File: src/rtl/pair_shuffle.sv
module pair_shuffle #(
  parameter int HALF_W = 32,
  parameter int LANE_W = 8
) (
  input  logic              clk,
  input  logic              rst_n,
  input  logic              start,
  input  logic [1:0]        op,
  input  logic [HALF_W-1:0] src_hi,
  input  logic [HALF_W-1:0] src_lo,
  output logic [HALF_W-1:0] res_hi,
  output logic [HALF_W-1:0] res_lo,
  output logic              done
);
  localparam int PAIR_W = 2 * HALF_W;
  localparam int LANES  = PAIR_W / LANE_W;
  localparam int CNT_W  = $clog2(PAIR_W + 1);
  localparam logic [1:0] OP_CNT = 2'b00;
  localparam logic [1:0] OP_SPR = 2'b01;
  localparam logic [1:0] OP_TRN = 2'b10;

  logic [PAIR_W-1:0] pair_in, spread_w, trans_w, next_w;
  logic [CNT_W-1:0]  ones;

  assign pair_in = {src_hi, src_lo};

  always_comb begin
    ones = '0;
    for (int i = 0; i < PAIR_W; i++) ones = ones + CNT_W'(pair_in[i]);
  end

  for (genvar k = 0; k < LANES; k++) begin : g_spread
    assign spread_w[PAIR_W-1-LANE_W*k -: LANE_W] = {{(LANE_W-1){1'b0}}, src_lo[LANE_W-1-k]};
  end

  for (genvar r = 0; r < LANES; r++) begin : g_row
    for (genvar c = 0; c < LANE_W; c++) begin : g_col
      assign trans_w[PAIR_W-1-LANE_W*r-c] = pair_in[PAIR_W-1-LANE_W*c-r];
    end
  end

  always_comb begin
    case (op)
      OP_CNT:  next_w = {src_hi, {(HALF_W-CNT_W){1'b0}}, ones};
      OP_SPR:  next_w = spread_w;
      OP_TRN:  next_w = trans_w;
      default: next_w = pair_in;
    endcase
  end

  always_ff @(posedge clk or negedge rst_n) begin
    if (!rst_n) begin
      res_hi <= '0;
      res_lo <= '0;
      done   <= 1'b0;
    end else begin
      done <= start;
      if (start) {res_hi, res_lo} <= next_w;
    end
  end

  assert_done_after_start_R2: assert property (@(posedge clk) disable iff (!rst_n)
    start |=> done);
  assert_done_quiet_R2: assert property (@(posedge clk) disable iff (!rst_n)
    !start |=> !done);
  assert_hold_R3: assert property (@(posedge clk) disable iff (!rst_n)
    !start |=> $stable({res_hi, res_lo}));
  assert_count_value_R4: assert property (@(posedge clk) disable iff (!rst_n)
    (start && op == OP_CNT) |=> (res_lo == HALF_W'($countones($past(pair_in)))));
  assert_count_keeps_hi_R5: assert property (@(posedge clk) disable iff (!rst_n)
    (start && op == OP_CNT) |=> (res_hi == $past(src_hi)));
  assert_spread_ones_R6: assert property (@(posedge clk) disable iff (!rst_n)
    (start && op == OP_SPR) |=> ($countones({res_hi, res_lo}) == $countones($past(src_lo[LANE_W-1:0]))));
  assert_transpose_weight_R7: assert property (@(posedge clk) disable iff (!rst_n)
    (start && op == OP_TRN) |=> ($countones({res_hi, res_lo}) == $countones($past(pair_in))));
  assert_pass_R8: assert property (@(posedge clk) disable iff (!rst_n)
    (start && op == 2'b11) |=> ({res_hi, res_lo} == $past(pair_in)));
endmodule

File: config.mk
export PLATFORM = sky130hd
export DESIGN_NAME = pair_shuffle
export DESIGN_NICKNAME = d
export VERILOG_FILES = /design/src/rtl/pair_shuffle.sv
export SDC_FILE = /design/constraint.sdc
export NUM_CORES = 1
export LEC_CHECK = 0
export BUFFER_PORTS_ARGS = -buffer_cell sky130_fd_sc_hd__buf_2
export CAP_MARGIN = 20
export CORE_MARGIN = 1.5
export CORE_UTILIZATION = 50
export CTS_BUF_LIST = sky130_fd_sc_hd__clkbuf_4
export DETAILED_ROUTE_END_ITERATION = 10
export GPL_TIMING_DRIVEN = 0
export PLACE_DENSITY_LB_ADDON = 0.15
export SLEW_MARGIN = 10
export SYNTH_ARGS = -nofsm -noshare
export SYNTH_HDL_FRONTEND = slang
export SYNTH_SLANG_ARGS = --single-unit
File: constraint.sdc
create_clock -name clk -period 0.8 [get_ports clk]
set_input_delay 0.16 -clock clk [delete_from_list [all_inputs] [get_ports clk]]
set_output_delay 0.16 -clock clk [all_outputs]
set_load 0.05 [all_outputs]
-- Word level (Yosys, flattened, before mapping)
Index checks and enable logic that the tools add are counted.
Widths: inputs -> output; s select.
- input port bits: 69
- output and inout port bits: 65
- bits in registers: 65
- logic and storage cells: 70
- add/sub/neg operators: 63
- reduce and logical (&&, ||, !) cells: 1
- multiplexer cells: 1
- equality and inequality tests: 2
- operators with widths (operator ; count):
    $add 7x1->7 ; 57
    $pmux 64 s3 ; 1
    $add 6x1->7 ; 1
    $add 5x1->6 ; 1
    $add 4x1->5 ; 1
    $add 3x1->4 ; 1
    $add 2x1->3 ; 1
    $add 1x1->2 ; 1
    $eq 2x1->1 const B ; 1
    $eq 2x2->1 const B ; 1
    $logic_not 2->1 ; 1

-- Longest topological paths before layout
Gate-level depths: netlist of run 1.
- word-level depth: 64
- depth in mapped cells: 19
- depth with buffers taken out: 19

-- Worst setup path before layout of run 1
Ideal clock, no wire load.
- kind: in2reg
- start point: in src_lo[3]
- end point: reg res_lo[5]
- setup slack: -4.888 ns
- arrival time: 5.602 ns
- data required time: 0.714 ns
- stages: 19
- setup time: 0.086 ns
- buffers on the path: 0
- cell sequence: inv_1 fa_1 inv_1 fa_1 fa_1 inv_1 fa_1 inv_1 fa_1 fa_1 fa_1 inv_1 fa_1 inv_1 ha_1 a211oi_1 or4b_1 o311a_1 o221ai_2
- cells in the longest elaborated chain, start to end: 62
- RTL lines (what ; RTL line ; text):
    from (decl) ; 10 ; input logic [HALF_W-1:0] src_lo,
    $add 3x1->4 ; 29 ; for (int i = 0; i < PAIR_W; i++) ones = ones + CNT_W'(pair_in[i]);
    $add 4x1->5 ; 29 ;
    $add 5x1->6 ; 29 ;
    $add 6x1->7 ; 29 ;
    $add 7x1->7 (57 in series) ; 29 ;
    $pmux 64 s3 ; 43 ; case (op)
    to (signal assigned) ; 58 ; if (start) {res_hi, res_lo} <= next_w;
    to (decl) ; 12 ; output logic [HALF_W-1:0] res_lo,
Every way passes these cells.
A chain may end at the register's enable or synchronous reset.

-- Final worst setup path of run 1
- start point: in src_lo[17]
- end point: reg res_lo[2]
- cells in the longest elaborated chain, start to end: 48
- RTL lines (what ; RTL line):
    $add 7x1->7 (47 in series) ; 29
    $pmux 64 s3 ; 43
Every way passes these cells.

==> flow_summary.toml, run 1 <==
[outcome]
status = "finished with violations"
violations = "hold timing, setup timing"

[route]
detail_route.vias_per_cell = 5.474
drc_errors = 0
wl_per_cell_um = 20.11
wl_um = 16390
drt_iter0_markers = 209
ant_nets = 0
vias = 4461
dr.pass1.iters = 5

[clocking]
clockBufferDepth = 2
ctsRootBufferMaster = "clkbuf_4"
clk_latency_ps = 420
cts.sinks = 65
clkTransAtPathRegs_ps = 140
cts_max_level = 3
numCtsBuffers = 9
tritoncts = "done"
ctsHoldBuffers = 16

[synthesis]
netlist.area_leader.share_pct = 33.21
syn_nets = 623
netlist_area_um2 = 4897
synth_area_leader_cell = "dfrtp_1"
synth-seq-cells = 65
postSynthAreaPerCell_um2 = 10.10
synth.area.top_cells = "dfrtp_1 (33%), fa_1 (22%), mux2i_1 (7.8%), inv_1 (7.5%), nor2_1 (4.3%)"
ys_warn_count = 0
ys_seq_area_share_pct = 33.21
synth_cell_types = 42
syn-instance-count = 485

[placement]
hpwl_um = 11410
place_ws_ps = -5072
placed_area_um2 = 6068
io_buffers = 133
gp_congestion = 0.9166
dpl.cell_count = 747

[power_and_ir_drop]
leakage_nw = 3.598
pwr-share-comb_pct = 78.6
power_switching_mw = 14.95
power.density_nw_per_um2 = 4233
seqPwrFrac_pct = 13.3
p_clk_share_pct = 8.0
switching_share_pct = 48.02
fin_total_pwr_mw = 31.13
p_int_mw = 16.18
ir_drop_mv = 6.095

[global_routing]
grt_start_max_net_pins = 66
grt_pass1_vias = 4652
grt_usage_pct = 31.78
antenna_found_initial = 0
grt_first_pass_wirelength_um = 24390
overflow = 0

[layout]
n_antenna_cell = 0
layout.cells.non_filler = 815
drive_above_1_share_pct = 49.42
fin_area_um2 = 7353
nets = 819
final_util_pct = 78.46
area_growth_pct = 50.15

[sta]
setup_viol = 81
rsz0062_at_grt = "yes"
setup_tns_ps = -55830
finalHoldViolations = 66
post-route-period-util_pct = 667.0
min_period_ps = 5336
setup_ws_ps = -4536
hold_slack_ps = -182.7
fmaxAchievable_mhz = 187.4
slew_viol_final = 0
finClkSkew_ps = 0
slew_headroom_pct = 42.95
worstMarginPinSlew_ps = 855.8

[floorplan]
die_x_um = 102.0
dieArea_um2 = 10400
start_util_pct = 52.26
ios = 134
die_height_um = 102.0
core.rowCount = 35
coreArea_um2 = 9371

[critical_path]
crit_buf_inv = 6
worst-setup-path-type = "input pin to flip-flop"
max_stage_delay_ps = 560
cp-start-kind = "input pin"
crit_top_cell = "fa_1"
crit_path_end_kind = "flip-flop"
critPathMaxFanout = 3
crit_path_top_delay_cell = "fa_2"
path_delay_family = "adder cells"
cp_cell_sequence = "buf_2 -> inv_1 -> fa_1 -> inv_2 -> fa_2 -> inv_2 -> fa_2 -> fa_1 -> fa_1 -> fa_1 -> fa_1 -> fa_1 -> inv_2 -> ha_4 -> inv_2 -> fa_2 -> xnor2_2 -> mux2i_2 -> a2bb2oi_2 -> a21oi_1"
cp.arrival_ps = 5660
required_ps = 1130

[worst_hold_path]
hp-class = "input pin to asynchronous set/reset pin"

[run]
max-cap-violations = 0
final timing paths:
| path | from | end | depth (start not counted) | slack, ps |
|---|---|---|---|---|
| worst max-delay path | src_lo[17] | res_lo[2] | 20 | -4540 |
| worst min-delay path | rst_n | res_hi[4] | 1 | -180 |
| worst max register to register | res_hi[14] | res_hi[14] | 2 | -110 |
| worst min register to register | res_lo[28] | res_lo[28] | 1 | 530 |
| max in group asynchronous | rst_n | res_hi[7] | 1 | 370 |
| min in group clk | src_lo[28] | res_hi[3] | 3 | 0 |
cells in the mapped netlist, drive strengths merged:
library cell and count:
o31ai 1, a221oi 13, nor2 56, o21ai 12, mux2 7, o31a 1
nand2 15, or4b 1, o221ai 2, dfrtp 65, o311a 1, a21o 1
or2 1, and2 1, a2bb2oi 2, o2bb2ai 23, inv 100, a31oi 11
a2111oi 1, mux2i 38, buf 13, nor2b 3, xnor2 1, a21oi 16
fa 54, o22a 2, clkbuf 14, o21a 1, ha 15, nand2b 1
xor2 1, nand3 10, nor3 1, a211oi 1
cells in the final DEF, fill, tap and decap left out, types with 15 or more instances in the layout:
| cell type | synthesis | routed |
|---|---|---|
| buf_2 | 9 | 59 |
| buf_4 | 1 | 34 |
| buf_6 | 2 | 84 |
| clkbuf_4 | 0 | 15 |
| dfrtp_1 | 65 | 29 |
| dfrtp_2 | 0 | 36 |
| fa_1 | 54 | 46 |
| inv_1 | 98 | 80 |
| inv_2 | 2 | 16 |
| mux2i_1 | 38 | 36 |
| nor2_1 | 56 | 40 |
| o2bb2ai_1 | 23 | 23 |
logic make-up (layout without fill, tap and decap cells):
kind of cell               count (synthesis)  in the layout  synth area share, %
buffers and inverters                    127            328                10.35
and+or+nand+nor                           89             89                7.588
AOI/OAI and AO/OA                         88             88                13.21
adders and majority gates                 69             69                25.91
DFF                                       65             65                33.21
muxes                                     45             45                9.376
xor gates and xnor gates                   2              2               0.3578
repair_timing:
action                                  4_1_cts  5_1_grt
gates resized for setup                     149       77
pin swaps                                    22       19
endpoints found under the setup margin       91       93
setup buffers                                20       22
endpoints found under the hold margin        79       65
routing by layer:
metal	global-route usage, %	share of wire (%)	up-vias
met5	0	0	-
met4	14.54	3.1	0
met3	6.840	7.5	42
met2	51.91	50	200
met1	40.77	39	2240
li1	-	-	1979
sequential cells by signal, indices dropped and copies added, names as in the netlist:
signal  cells
res_hi     32
res_lo     32
done        1
power by group through the flow:
stage	sequential, mW	combinational (mW)	clock, mW
after floorplan	5.71	16.6	0
after CTS	4.11	23.2	2.51
after global placement	4.05	21.1	0
after global routing	4.18	25.8	2.63
final	4.15	24.5	2.50
after detailed placement	4.07	21.2	0
final cells by class:
type	count	area, um2
sequential	65	1672
tap	129	161.4
clock buffer	10	75.07
fill	640	2018
clock inverter	6	75.07
timing repair buffer	185	1597
inverter	100	395.4
buffer	27	270.3
multi-input combinational	293	3108
(Power assumes the default switching activity.)
==> inputs of run 2 (changes only) <==
- RECOVER_POWER: default -> 25
==> flow_summary.toml, run 2 (synthesis gave the netlist of run 1 again) <==
[clocking]
clkTransAtPathRegs_ps = 140
cts.sinks = 65
numCtsBuffers = 9
tritoncts = "done"
clk_latency_ps = 420
ctsRootBufferMaster = "clkbuf_4"
ctsHoldBuffers = 16
clockBufferDepth = 2
cts_max_level = 3

[layout]
reg_top3 = "res_hi x32, res_lo x32, done x1"
fin_area_um2 = 7353
nets = 819
area_growth_pct = 50.15
layout_commonest_cell = "buf_6"
drive_above_1_share_pct = 49.42
n_antenna_cell = 0
layout_common_cells = "buf_6 (84), inv_1 (80), buf_2 (59)"

[route]
vias = 4465
wl_per_cell_um = 20.13
ant_nets = 0
wl_um = 16410
dr.pass1.iters = 5
detail_route.vias_per_cell = 5.479
drt_iter0_markers = 209
drc_errors = 0

[critical_path]
required_ps = 1120
cp-start-kind = "input pin"
critPathMaxFanout = 3
worst-setup-path-type = "input pin to flip-flop"
crit_path_end_kind = "flip-flop"
reg2reg_depth = 2
cp.arrival_ps = 5660

[placement]
io_buffers = 133
gp_congestion = 0.9166
hpwl_um = 11410
placed_area_um2 = 6068

[sta]
slew_viol_final = 0
setup_tns_ps = -55740
finalHoldViolations = 66
slew_headroom_pct = 37.99
worstMarginPinSlew_ps = 930.1
rsz0062_at_grt = "yes"
post-route-period-util_pct = 667.2
fmaxAchievable_mhz = 187.4
finClkSkew_ps = 0
min_period_ps = 5338
setup_viol = 81
hold_slack_ps = -128.3
setup_ws_ps = -4538

[power_and_ir_drop]
power.density_nw_per_um2 = 4238
ir_drop_mv = 6.094
leakage_nw = 3.598

[floorplan]
die_x_um = 102.0
core.rowCount = 35
die_height_um = 102.0
ios = 134
coreArea_um2 = 9371
dieArea_um2 = 10400
start_util_pct = 52.26

[worst_hold_path]
hp-class = "input pin to asynchronous set/reset pin"

[global_routing]
grt_first_pass_wirelength_um = 24390
antenna_found_initial = 0
grt_pass1_vias = 4652
overflow = 0
grt_usage_pct = 31.78
grt_start_max_net_pins = 66

[outcome]
violations = "hold timing, setup timing"
status = "finished with violations"

[run]
max-cap-violations = 0
run 2: changes by cell type in the layout (fill, tap and decap cells not counted), sizes merged:
cell    delta
buf        -1
clkbuf     +1
run 2: worst max-delay path, cell delays in order:
cell       delay (ps)
buf_2             110
inv_1              50
fa_1              490
inv_2              50
fa_2              560
inv_2              40
fa_2              540
fa_1              430
fa_1              530
fa_1              450
fa_1              520
fa_1              430
inv_2              80
ha_4              130
inv_2              30
fa_2              370
xnor2_2           160
mux2i_2           230
a2bb2oi_2         200
a21oi_1            80
run 2: what timing repair did:
action | in CTS | in global routing
hold endpoints to repair | 79 | 65
resized for setup | 149 | 77
pin swaps | 22 | 19
endpoints found under the setup margin | 91 | 93
buffers inserted | 20 | 22
run 2: report_power, final:
group	switching [mW]	leakage [nW]	total [mW]	internal, mW
clock network	1.46	0.0795	2.50	1.04
logic	13.1	2.77	24.5	11.4
registers	0.370	0.750	4.15	3.78
run 2: stage by stage:
step | hold WS [ps] | utilization, % | power [mW] | worst slack (ps) | instances
after floorplan | -135.6 | - | 22.33 | -4638 | 485
after global placement | 329.7 | 64.73 | 25.12 | -5060 | 747
after detailed placement | 314.0 | 64.75 | 25.29 | -5072 | 747
after CTS | -185.2 | 74.58 | 29.85 | -4599 | 799
after global routing | -80.41 | 78.46 | 32.57 | -4722 | 815
final | -128.3 | 78.46 | 31.16 | -4538 | 815
run 2: layout make-up:
class	count	area (um2)
clock buffers	10	75.07
fillers	640	2018
inverters	100	395.4
flip-flops and latches	65	1672
plain buffers	27	270.3
multi-input cells	293	3108
well taps	129	161.4
repair buffers	185	1597
clock inverters	6	75.07
run 2: final timing paths:
kind / from / endpoint / slack, ps
hold reg to reg: res_lo[22] / res_lo[22] / 520
min in group clk: src_lo[28] / res_hi[3] / 0
setup / recovery: src_lo[17] / res_lo[2] / -4540
hold / removal: rst_n / res_hi[4] / -130
setup reg to reg: res_hi[14] / res_hi[14] / -110
max in group asynchronous: rst_n / res_hi[7] / 270
run 2: metal layers:
metal	GRT usage, %	part of all wire (%)	wire (um)	vias to the layer above
met5	0	0	0	-
met4	14.54	3.2	518	0
met3	6.840	7.6	1255	44
met2	51.91	50	8250	203
met1	40.77	39	6385	2239
li1	-	-	-	1979
